<file path="src/rtl/fmac_pkg.sv">
package fmac_pkg;

    localparam int FM_DW   = 24;
    localparam int FM_EXTW = 8;
    localparam int FM_NACC = 2;

    typedef enum logic [1:0] {
        OP_CLR  = 2'b00,
        OP_MPY  = 2'b01,
        OP_MAC  = 2'b10,
        OP_MSUB = 2'b11
    } mac_op_e;

    typedef enum logic [1:0] {
        SC_NONE = 2'b00,
        SC_DOWN = 2'b01,
        SC_UP   = 2'b10,
        SC_RSVD = 2'b11
    } scale_e;

    typedef struct packed {
        logic ext;
        logic ovf;
        logic zero;
        logic neg;
    } cc_t;

    // Index of the scaling variant: 0 none, 1 down, 2 up.
    function automatic logic [1:0] scale_idx(scale_e s);
        case (s)
            SC_DOWN: return 2'd1;
            SC_UP:   return 2'd2;
            default: return 2'd0;
        endcase
    endfunction

    // Bit index of the lowest kept accumulator bit for a scaling variant.
    function automatic int round_pos(int dw, int idx);
        case (idx)
            1:       return dw + 1;
            2:       return dw - 1;
            default: return dw;
        endcase
    endfunction

endpackage

</file>
<file path="src/rtl/fmac_product.sv">
module fmac_product
    import fmac_pkg::*;
#(
    parameter int DW   = FM_DW,
    parameter int ACCW = FM_EXTW + 2 * FM_DW
) (
    input  logic [DW-1:0]   mul_a,
    input  logic [DW-1:0]   mul_b,
    output logic [ACCW-1:0] prod_acc
);
    localparam int PW = 2 * DW;

    logic signed [PW-1:0] raw;

    assign raw = $signed(mul_a) * $signed(mul_b);

    // Doubling aligns the product's binary point with the accumulator's.
    assign prod_acc = {{(ACCW-PW){raw[PW-1]}}, raw[PW-2:0], 1'b0};
endmodule

</file>
<file path="src/rtl/fmac_limiter.sv">
module fmac_limiter
    import fmac_pkg::*;
#(
    parameter int DW         = FM_DW,
    parameter int ACCW       = FM_EXTW + 2 * FM_DW,
    parameter int STORE_FORM = 0,
    parameter int OW         = (STORE_FORM != 0) ? ACCW : DW
) (
    input  logic [ACCW-1:0] acc_in,
    input  scale_e          scale,
    output logic [OW-1:0]   val_out,
    output logic            flag_out
);
    localparam int NMODE = 3;

    logic [OW-1:0] val_m  [NMODE];
    logic          flag_m [NMODE];
    logic [1:0]    sel;

    assign sel = scale_idx(scale);

    for (genvar m = 0; m < NMODE; m++) begin : g_mode
        localparam int P = round_pos(DW, m);

        logic [P-1:0] frac;
        logic         bump;

        assign frac = acc_in[P-1:0];
        // Half-to-even: an exact half goes up only when the kept LSB is odd.
        assign bump = (frac > {1'b1, {(P-1){1'b0}}})
                   || ((frac == {1'b1, {(P-1){1'b0}}}) && acc_in[P]);

        if (STORE_FORM != 0) begin : g_store
            assign val_m[m] = {acc_in[ACCW-1:P], {P{1'b0}}}
                            + {{(ACCW-P-1){1'b0}}, bump, {P{1'b0}}};
            assign flag_m[m] = ~((&acc_in[ACCW-1:P+DW-1]) | ~(|acc_in[ACCW-1:P+DW-1]));
        end else begin : g_read
            logic signed [ACCW-1:0] kept;
            logic [ACCW-1:0]        q;
            logic                   fits;

            assign kept = $signed(acc_in) >>> P;
            assign q    = kept + {{(ACCW-1){1'b0}}, bump};
            assign fits = (&q[ACCW-1:DW-1]) | ~(|q[ACCW-1:DW-1]);
            assign val_m[m] = fits ? q[DW-1:0]
                            : (q[ACCW-1] ? {1'b1, {(DW-1){1'b0}}}
                                         : {1'b0, {(DW-1){1'b1}}});
            assign flag_m[m] = ~fits;
        end
    end

    always_comb begin
        val_out  = val_m[0];
        flag_out = flag_m[0];
        case (sel)
            2'd1: begin
                val_out  = val_m[1];
                flag_out = flag_m[1];
            end
            2'd2: begin
                val_out  = val_m[2];
                flag_out = flag_m[2];
            end
            default: ;
        endcase
    end
endmodule

</file>
<file path="src/rtl/fmac_acc_bank.sv">
module fmac_acc_bank #(
    parameter int ACCW = 56,
    parameter int NACC = 2,
    parameter int SELW = $clog2(NACC)
) (
    input  logic            clk,
    input  logic            rst,
    input  logic            wr_en,
    input  logic [SELW-1:0] wr_sel,
    input  logic [ACCW-1:0] wr_val,
    input  logic [SELW-1:0] op_sel,
    output logic [ACCW-1:0] op_val,
    input  logic [SELW-1:0] rd_sel,
    output logic [ACCW-1:0] rd_val
);
    logic [ACCW-1:0] bank [NACC];

    always_ff @(posedge clk) begin
        for (int g = 0; g < NACC; g++) begin
            if (rst) begin
                bank[g] <= '0;
            end else if (wr_en && (wr_sel == SELW'(g))) begin
                bank[g] <= wr_val;
            end
        end
    end

    assign op_val = bank[op_sel];
    assign rd_val = bank[rd_sel];
endmodule

</file>
<file path="src/rtl/fmac_unit.sv">
module fmac_unit
    import fmac_pkg::*;
#(
    parameter int DW   = FM_DW,
    parameter int EXTW = FM_EXTW,
    parameter int NACC = FM_NACC,
    localparam int ACCW = EXTW + 2 * DW,
    localparam int SELW = $clog2(NACC)
) (
    input  logic            clk,
    input  logic            rst,
    input  logic            op_valid,
    input  logic [1:0]      op_code,
    input  logic [SELW-1:0] op_acc,
    input  logic [DW-1:0]   opnd_a,
    input  logic [DW-1:0]   opnd_b,
    input  logic            rnd_wr,
    input  logic [1:0]      scale_mode,
    input  logic            rd_en,
    input  logic [SELW-1:0] rd_acc,
    output logic [DW-1:0]   rd_data,
    output logic [3:0]      cc_flags,
    output logic            lim_sticky
);
    mac_op_e         op;
    scale_e          sc;
    logic [ACCW-1:0] cur_acc;
    logic [ACCW-1:0] src_acc;
    logic [ACCW-1:0] prod;
    logic [ACCW-1:0] res_raw;
    logic [ACCW-1:0] res_rnd;
    logic [ACCW-1:0] res_wr;
    logic            ovf;
    logic            ext_hit;
    logic [DW-1:0]   rd_word;
    logic            rd_sat;
    cc_t             cc_q;

    assign op = mac_op_e'(op_code);
    assign sc = scale_e'(scale_mode);

    fmac_product #(.DW(DW), .ACCW(ACCW)) u_prod (
        .mul_a    (opnd_a),
        .mul_b    (opnd_b),
        .prod_acc (prod)
    );

    fmac_acc_bank #(.ACCW(ACCW), .NACC(NACC), .SELW(SELW)) u_bank (
        .clk    (clk),
        .rst    (rst),
        .wr_en  (op_valid),
        .wr_sel (op_acc),
        .wr_val (res_wr),
        .op_sel (op_acc),
        .op_val (cur_acc),
        .rd_sel (rd_acc),
        .rd_val (src_acc)
    );

    always_comb begin
        res_raw = '0;
        ovf     = 1'b0;
        case (op)
            OP_CLR: res_raw = '0;
            OP_MPY: res_raw = prod;
            OP_MAC: begin
                res_raw = cur_acc + prod;
                ovf = (cur_acc[ACCW-1] == prod[ACCW-1])
                   && (res_raw[ACCW-1] != cur_acc[ACCW-1]);
            end
            OP_MSUB: begin
                res_raw = cur_acc - prod;
                ovf = (cur_acc[ACCW-1] != prod[ACCW-1])
                   && (res_raw[ACCW-1] != cur_acc[ACCW-1]);
            end
            default: ;
        endcase
    end

    fmac_limiter #(.DW(DW), .ACCW(ACCW), .STORE_FORM(1), .OW(ACCW)) u_wr_lim (
        .acc_in   (res_raw),
        .scale    (sc),
        .val_out  (res_rnd),
        .flag_out (ext_hit)
    );

    assign res_wr = rnd_wr ? res_rnd : res_raw;

    fmac_limiter #(.DW(DW), .ACCW(ACCW), .STORE_FORM(0), .OW(DW)) u_rd_lim (
        .acc_in   (src_acc),
        .scale    (sc),
        .val_out  (rd_word),
        .flag_out (rd_sat)
    );

    always_ff @(posedge clk) begin
        if (rst) begin
            cc_q       <= '0;
            rd_data    <= '0;
            lim_sticky <= 1'b0;
        end else begin
            if (op_valid) begin
                cc_q <= '{ext: ext_hit, ovf: ovf, zero: (res_wr == '0), neg: res_wr[ACCW-1]};
            end
            if (rd_en) begin
                rd_data <= rd_word;
                if (rd_sat) begin
                    lim_sticky <= 1'b1;
                end
            end
        end
    end

    assign cc_flags = cc_q;
endmodule

</file>
<file path="config.mk">
export PLATFORM = sky130hd
export DESIGN_NAME = fmac_unit
export DESIGN_NICKNAME = d
export VERILOG_FILES = /design/src/rtl/fmac_pkg.sv /design/src/rtl/fmac_product.sv /design/src/rtl/fmac_limiter.sv /design/src/rtl/fmac_acc_bank.sv /design/src/rtl/fmac_unit.sv
export SDC_FILE = /design/constraint.sdc
export NUM_CORES = 2
export LEC_CHECK = 0
export BUFFER_PORTS_ARGS = -buffer_cell sky130_fd_sc_hd__buf_4
export CAP_MARGIN = 0
export CORE_ASPECT_RATIO = 0.7
export CORE_MARGIN = 5
export CORE_UTILIZATION = 45
export CTS_CLUSTER_DIAMETER = 60
export DETAILED_ROUTE_END_ITERATION = 6
export PLACE_DENSITY = 0.66
export SLEW_MARGIN = 40
export SYNTH_ARGS = -nofsm -noshare
export SYNTH_HDL_FRONTEND = slang
export SYNTH_SLANG_ARGS = --single-unit
</file>
<file path="constraint.sdc">
create_clock -name clk -period 25.6 [get_ports clk]
set_clock_uncertainty 0.1 [all_clocks]
set_input_delay 5.12 -clock clk [delete_from_list [all_inputs] [get_ports clk]]
set_output_delay 5.12 -clock clk [all_outputs]
set_load 0.05 [all_outputs]
</file>
== Word level (Yosys, flattened, before mapping) ==
Memories as Yosys holds them, arrays and structs flattened.
Index checks and enable logic that the tools add are counted.

* Flip-flop bits (word level): 29
* Bits in writable memories: 112
* Input bits: 59
* Output and inout port bits: 29
* Memories kept: 1

{| class="wikitable"
|+ Memories
! name !! words !! width !! rd ports !! clocked after memory_dff !! wr ports !! RTL line !! text
|-
| u_bank.bank || 2 || 56 || 2 || 0 || 2 || fmac_acc_bank.sv:16 || <nowiki>logic [ACCW-1:0] bank [NACC];</nowiki>
|}

* $add $sub $neg: 8
* $mul: 1
* Order comparisons: 6
* Equal/unequal tests: 17
* Muxes and demuxes: 24
* Bitwise gates (word level): 21
* Reduce and logical (&&, ||, !) cells: 31

{| class="wikitable"
|+ Operator list
! operator !! number
|-
| 56-bit case mux with 4 select lines || 1
|-
| 56-bit two-way mux || 3
|-
| 24-bit two-way mux || 6
|-
| 56-bit case mux with 2 select lines || 1
|-
| 33-bit AND reduction || 3
|-
| 33-bit OR reduction || 3
|-
| 56-bit by 24-bit adder with 56-bit output || 1
|-
| 56-bit by 25-bit adder with 56-bit output || 1
|-
| 56-bit by 26-bit adder with 56-bit output || 1
|-
| 56-bit adder || 1
|-
| 56-bit zero test || 1
|-
| 56-bit subtractor || 1
|-
| 25-bit == test, second input constant || 2
|-
| 25-bit greater-than comparator, second input constant || 2
|-
| 24-bit == test, second input constant || 2
|-
| 24-bit greater-than comparator, second input constant || 2
|-
| 24-bit by 24-bit multiplier with 48-bit output || 1
|-
| 24-bit case mux with 2 select lines || 1
|-
| 23-bit == test, second input constant || 2
|-
| 23-bit greater-than comparator, second input constant || 2
|-
| 33-bit by 2-bit adder with 34-bit output || 1
|-
| 32-bit by 2-bit adder with 33-bit output || 1
|-
| 31-bit by 2-bit adder with 32-bit output || 1
|-
| 1-bit inverter || 13
|-
| other kinds (18) || 55
|}

== Longest topological paths before layout ==
An unclocked memory read counts as a cell.

* Depth after elaboration: 11
* Gate-level depth with buffers: 49

== Modules after synthesis ==
A second synthesis with hierarchy kept.

* Cell total of the unflattened synthesis: 5347
* Area, all modules: 44152.3 sq um

{| class="wikitable"
|+ Modules (own cells, without submodules)
! module !! times used !! cells an instance !! area an instance (sq um)
|-
| fmac_product || 1 || 2321 || 21339.2
|-
| fmac_unit || 1 || 1723 || 11227.0
|-
| fmac_acc_bank || 1 || 426 || 5941.9
|-
| fmac_limiter at u_rd_lim || 1 || 454 || 2992.9
|-
| fmac_limiter at u_wr_lim || 1 || 423 || 2651.3
|}

== Worst setup path before layout ==
OpenSTA, ideal clock, no wires.

* Path type: input port to flip-flop
* From: in opnd_a[23]
* To: reg cc_q, in the netlist cc_flags[1]
* Library setup time: 0.116 ns
* Arrival time: 15.549 ns
* Required time: 25.384 ns
* Slack: 9.836 ns
* Cell stages on the path: 40
* Buffers on the path: 2
* Cell sequence: clkbuf_1 nand2_1 inv_1 fa_1 fa_1 inv_1 fa_1 inv_1 fa_1 fa_1 fa_1 inv_1 fa_1 inv_1 ha_1 a21oi_1 o211ai_1 a21boi_0 [... 4 more ...] ha_1 clkbuf_1 nand4_1 nor3_1 nand2_1 a311oi_2 o2111ai_1 a211oi_1 mux2i_1 a211oi_1 nor3b_2 a2111o_1 or2_4 nor4_2 mux2_1 a311o_1 nor4bb_1 a31o_1

* Word-level cells in the longest chain between the ends: 10
* Elaborated cells on any way between the ends: 16
* Those cells by class: add/sub (5); mul (1); order compare (1); eq/ne (1); mux (3); reduce/logical (5)

{| class="wikitable"
|+ RTL lines
! element !! RTL line !! text
|-
| start: declaration || fmac_unit.sv:15 || <nowiki>input logic [DW-1:0] opnd_a,</nowiki>
|-
| 24-bit by 24-bit multiplier with 48-bit output * || fmac_product.sv:15 || <nowiki>assign raw = $signed(mul_a) * $signed(mul_b);</nowiki>
|-
| 56-bit subtractor or 56-bit adder (tied branches) || fmac_unit.sv:72, fmac_unit.sv:67 ||
|-
| 56-bit case mux with 4 select lines * || fmac_unit.sv:63 || <nowiki>case (op)</nowiki>
|-
| branches (longest 5 deep; another with 56-bit by 26-bit adder with 56-bit output) || - ||
|-
| 56-bit two-way mux * || fmac_unit.sv:87 || <nowiki>assign res_wr = rnd_wr ? res_rnd : res_raw;</nowiki>
|-
| 56-bit zero test * || fmac_unit.sv:103 || <nowiki>cc_q <= '{ext: ext_hit, ovf: ovf, zero: (res_wr == '0), neg: res_wr[ACCW-1]};</nowiki>
|-
| end signal: assignment || fmac_unit.sv:103 ||
|-
| end: declaration || fmac_unit.sv:37 || <nowiki>cc_t cc_q;</nowiki>
|}

Every way passes the cells marked *.
A chain may end at the register's enable or synchronous reset.

==> impl_metrics.toml <==
[final_layout]
sequential_cell_area_mm2 = 0.003944
final.fill_count = 9025
final-instance-count-excl-fill = 6208
fraction_of_layout_instances_using_a_drive_strength_above_1_pct = 6.879
multi_input_comb_area_mm2 = 0.03403
flow.area_growth_from_synthesis_pct = 5.195
net_total_in_the_final_layout = 5889

[worst_setup_path]
cp.arrival_ns = 18.90
crit_path_end_kind = "register"
r2r_setup_slack_ns = 17.90
critical-path-max-stage-delay_ns = 0.84
critical_path_class = "in -> reg"
worst_ep_required_time_ns = 25.73
crit_path_frequent_cell = "fa_1"
critPathSlowestCell = "a211oi_1"
cp_top_family = "adder cells"
critical_path_buf_inv_count = 4
crit_path_max_fanout = 17
setup.worst_path.start_class = "primary input"

[place]
gp_congestion = 1.040
place.detailed.instances = 6173
numPortBuffers = 87
dp_hpwl_mm = 115.7

[sta]
finalCritPeriodShare_pct = 73.31
final-max-slew-violation-count = 0
max_clock_freq_mhz = 53.28
tightest_slew_ns = 1.017
max-slew-margin-rel_pct = 32.18
setup_viol = 0
min_tclk_post_route_ns = 18.77
tns_ns = 0
rsz0062_at_grt = "false"
report.final.hold_viol_count = 0

[hold_path]
hold_path_class = "reg -> reg"

[synthesis]
asyncSetResetFlopFracSynth_pct = 0
synth.yosys.seq_area_share_pct = 9.410
avgSynthCellArea_um2 = 8.232
synth_largest_area_cell = "fa_1"
ys_warn_count = 0
ys_top_cells_by_area = "fa_1, edfxtp_1, ha_1"
synthCells = 5091
synth.distinct_cells = 118
yosys.cell_count.top_type = "inv_1"
synth-edff-count = 112
yosys_register_bits = 141
yosys.area.top_type_share_pct = 29.09
synth_ff_type = "edfxtp_1"
synth.cells.most_frequent = "inv_1, fa_1, nand2_1"
synth_area_mm2 = 0.04191
syn-num-nets = 6014

[cts]
cts_resized = 0
tritoncts.num_buffers = 25
post-cts-setup-buffers = 0
clockBufferDepth = 3
clock_pin_slew_on_the_worst_setup_and_hold_paths_ns = 0.05
worst_skew_pair.late_latency_ns = 0.52
htreeDepth = 4
num_clock_sinks = 141
tritoncts = "built"
cts.hold.buffers_added = 0
root_buffer_selected_by_cts = "clkbuf_16"

[floorplan]
die_w_um = 374.8
row_count = 93
initial_utilization_pct = 45.47
die-area_mm2 = 0.09943
die_height_um = 265.3
design.core.area_mm2 = 0.09216
num_io_pins = 88

[drt]
detail_route.first_pass.iterations = 6
drc = 0
detail_route.wl_per_cell_um = 23.50
finalWirelength_mm = 145.9
ant_nets = 0
drt_iter0_markers = 4867
route.vias.total = 38040
vias_per_cell = 6.127

[grt]
grt_pass1_vias = 37020
grt_start_max_net_pins = 59
grt.overflow.total = 0
grt_util_all_layers_pct = 29.00
grt_antenna_before_repair = 0
first_pass_grt_wire_length_mm = 227.0

[run]
max_cap_violations = 0

[run_status]
outcome = "completed"
-- tightest hold or removal path: stages, from the launching register on --
cell and delay [ns]:
dfxtp_1 0.30, nand2b_1 0.06, a21oi_1 0.05
-- final cells by class --
class | instances | area share [%]
inverters | 780 | 6.641
well taps | 1235 | 3.505
diodes | 1 | 0.005676
clock buffers | 30 | 1.507
flip-flops and latches | 141 | 8.946
multi-input cells | 3895 | 77.18
clock inverters | 3 | 0.09650
repair buffers | 123 | 2.120
-- flip-flops by register name, indices dropped and copies added, names as in the netlist --
register and count:
cc_flags 4, lim_sticky 1, rd_data 24, u_bank.bank 112
-- kinds of logic (layout without fill, tap and decap cells) --
kind of cell | count (synthesis) | in the layout | synth area share, %
AO/OA/AOI/OAI | 997 | 997 | 16.56
XOR/XNOR | 185 | 185 | 3.866
adder cells (fa/ha/maj) | 864 | 864 | 36.70
buffers and inverters | 1055 | 936 | 9.649
flip-flops | 141 | 141 | 9.410
multiplexers | 120 | 120 | 3.045
other | 0 | 1 | 0
AND/OR/NAND/NOR | 1729 | 1729 | 20.76
-- placed cells by master (no fill, tap or decap), types with 20 or more instances in the layout --
cell | netlist | layout
inv_1 | 773 | 773
fa_1 | 609 | 609
nand2_1 | 526 | 525
nor2_1 | 360 | 359
and2_1 | 304 | 304
a21oi_1 | 296 | 296
ha_1 | 255 | 254
o21ai_0 | 157 | 156
buf_4 | 9 | 119
xnor2_1 | 116 | 116
edfxtp_1 | 112 | 112
nand3_1 | 81 | 81
nor3_1 | 75 | 75
xor2_1 | 69 | 69
nand2b_1 | 60 | 60
mux2_2 | 58 | 58
nand4_1 | 51 | 51
nor4_1 | 52 | 51
mux2i_1 | 60 | 50
o211ai_1 | 41 | 41
a211oi_1 | 38 | 38
o31ai_1 | 37 | 35
nor2b_1 | 34 | 34
a21o_1 | 37 | 33
or3_1 | 30 | 30
a31oi_1 | 29 | 29
dfxtp_1 | 29 | 29
and3_1 | 26 | 26
o21a_1 | 25 | 25
a22oi_1 | 25 | 25
clkbuf_16 | 0 | 25
or4_1 | 24 | 24
or2_2 | 20 | 20
-- worst paths after layout --
path,from,depth (start not counted),end
max reg2reg,u_bank.bank[1][2],25,cc_flags[1]
min,rd_data[0],2,rd_data[0]
max,opnd_b[23],37,u_bank.bank[1][55]
min reg2reg,rd_data[0],2,rd_data[0]
-- metal layers --
metal  wire length (um)  track usage (%)  up-vias
li1                   -                -    16740
met5                 38           0.3302        -
met1              67150            45.56    18830
met2              57260            39.63     2237
met3              18110            7.604      233
met4               3326            5.869        2
-- metrics by stage --
step	utilization [%]	cell area [um^2]	setup WS, ns	hold WS (ns)
floorplan	-	41910	9.836	0.5909
global placement	46.93	43250	6.806	0.3572
detailed placement	47.03	43340	6.874	0.3617
CTS	47.79	44050	7.336	0.3702
global route	47.83	44080	6.500	0.3926
finish	47.84	44090	6.832	0.3666
Power is not shown: default switching activity piles up to over one toggle a cycle in this logic, so the estimate is an artifact.
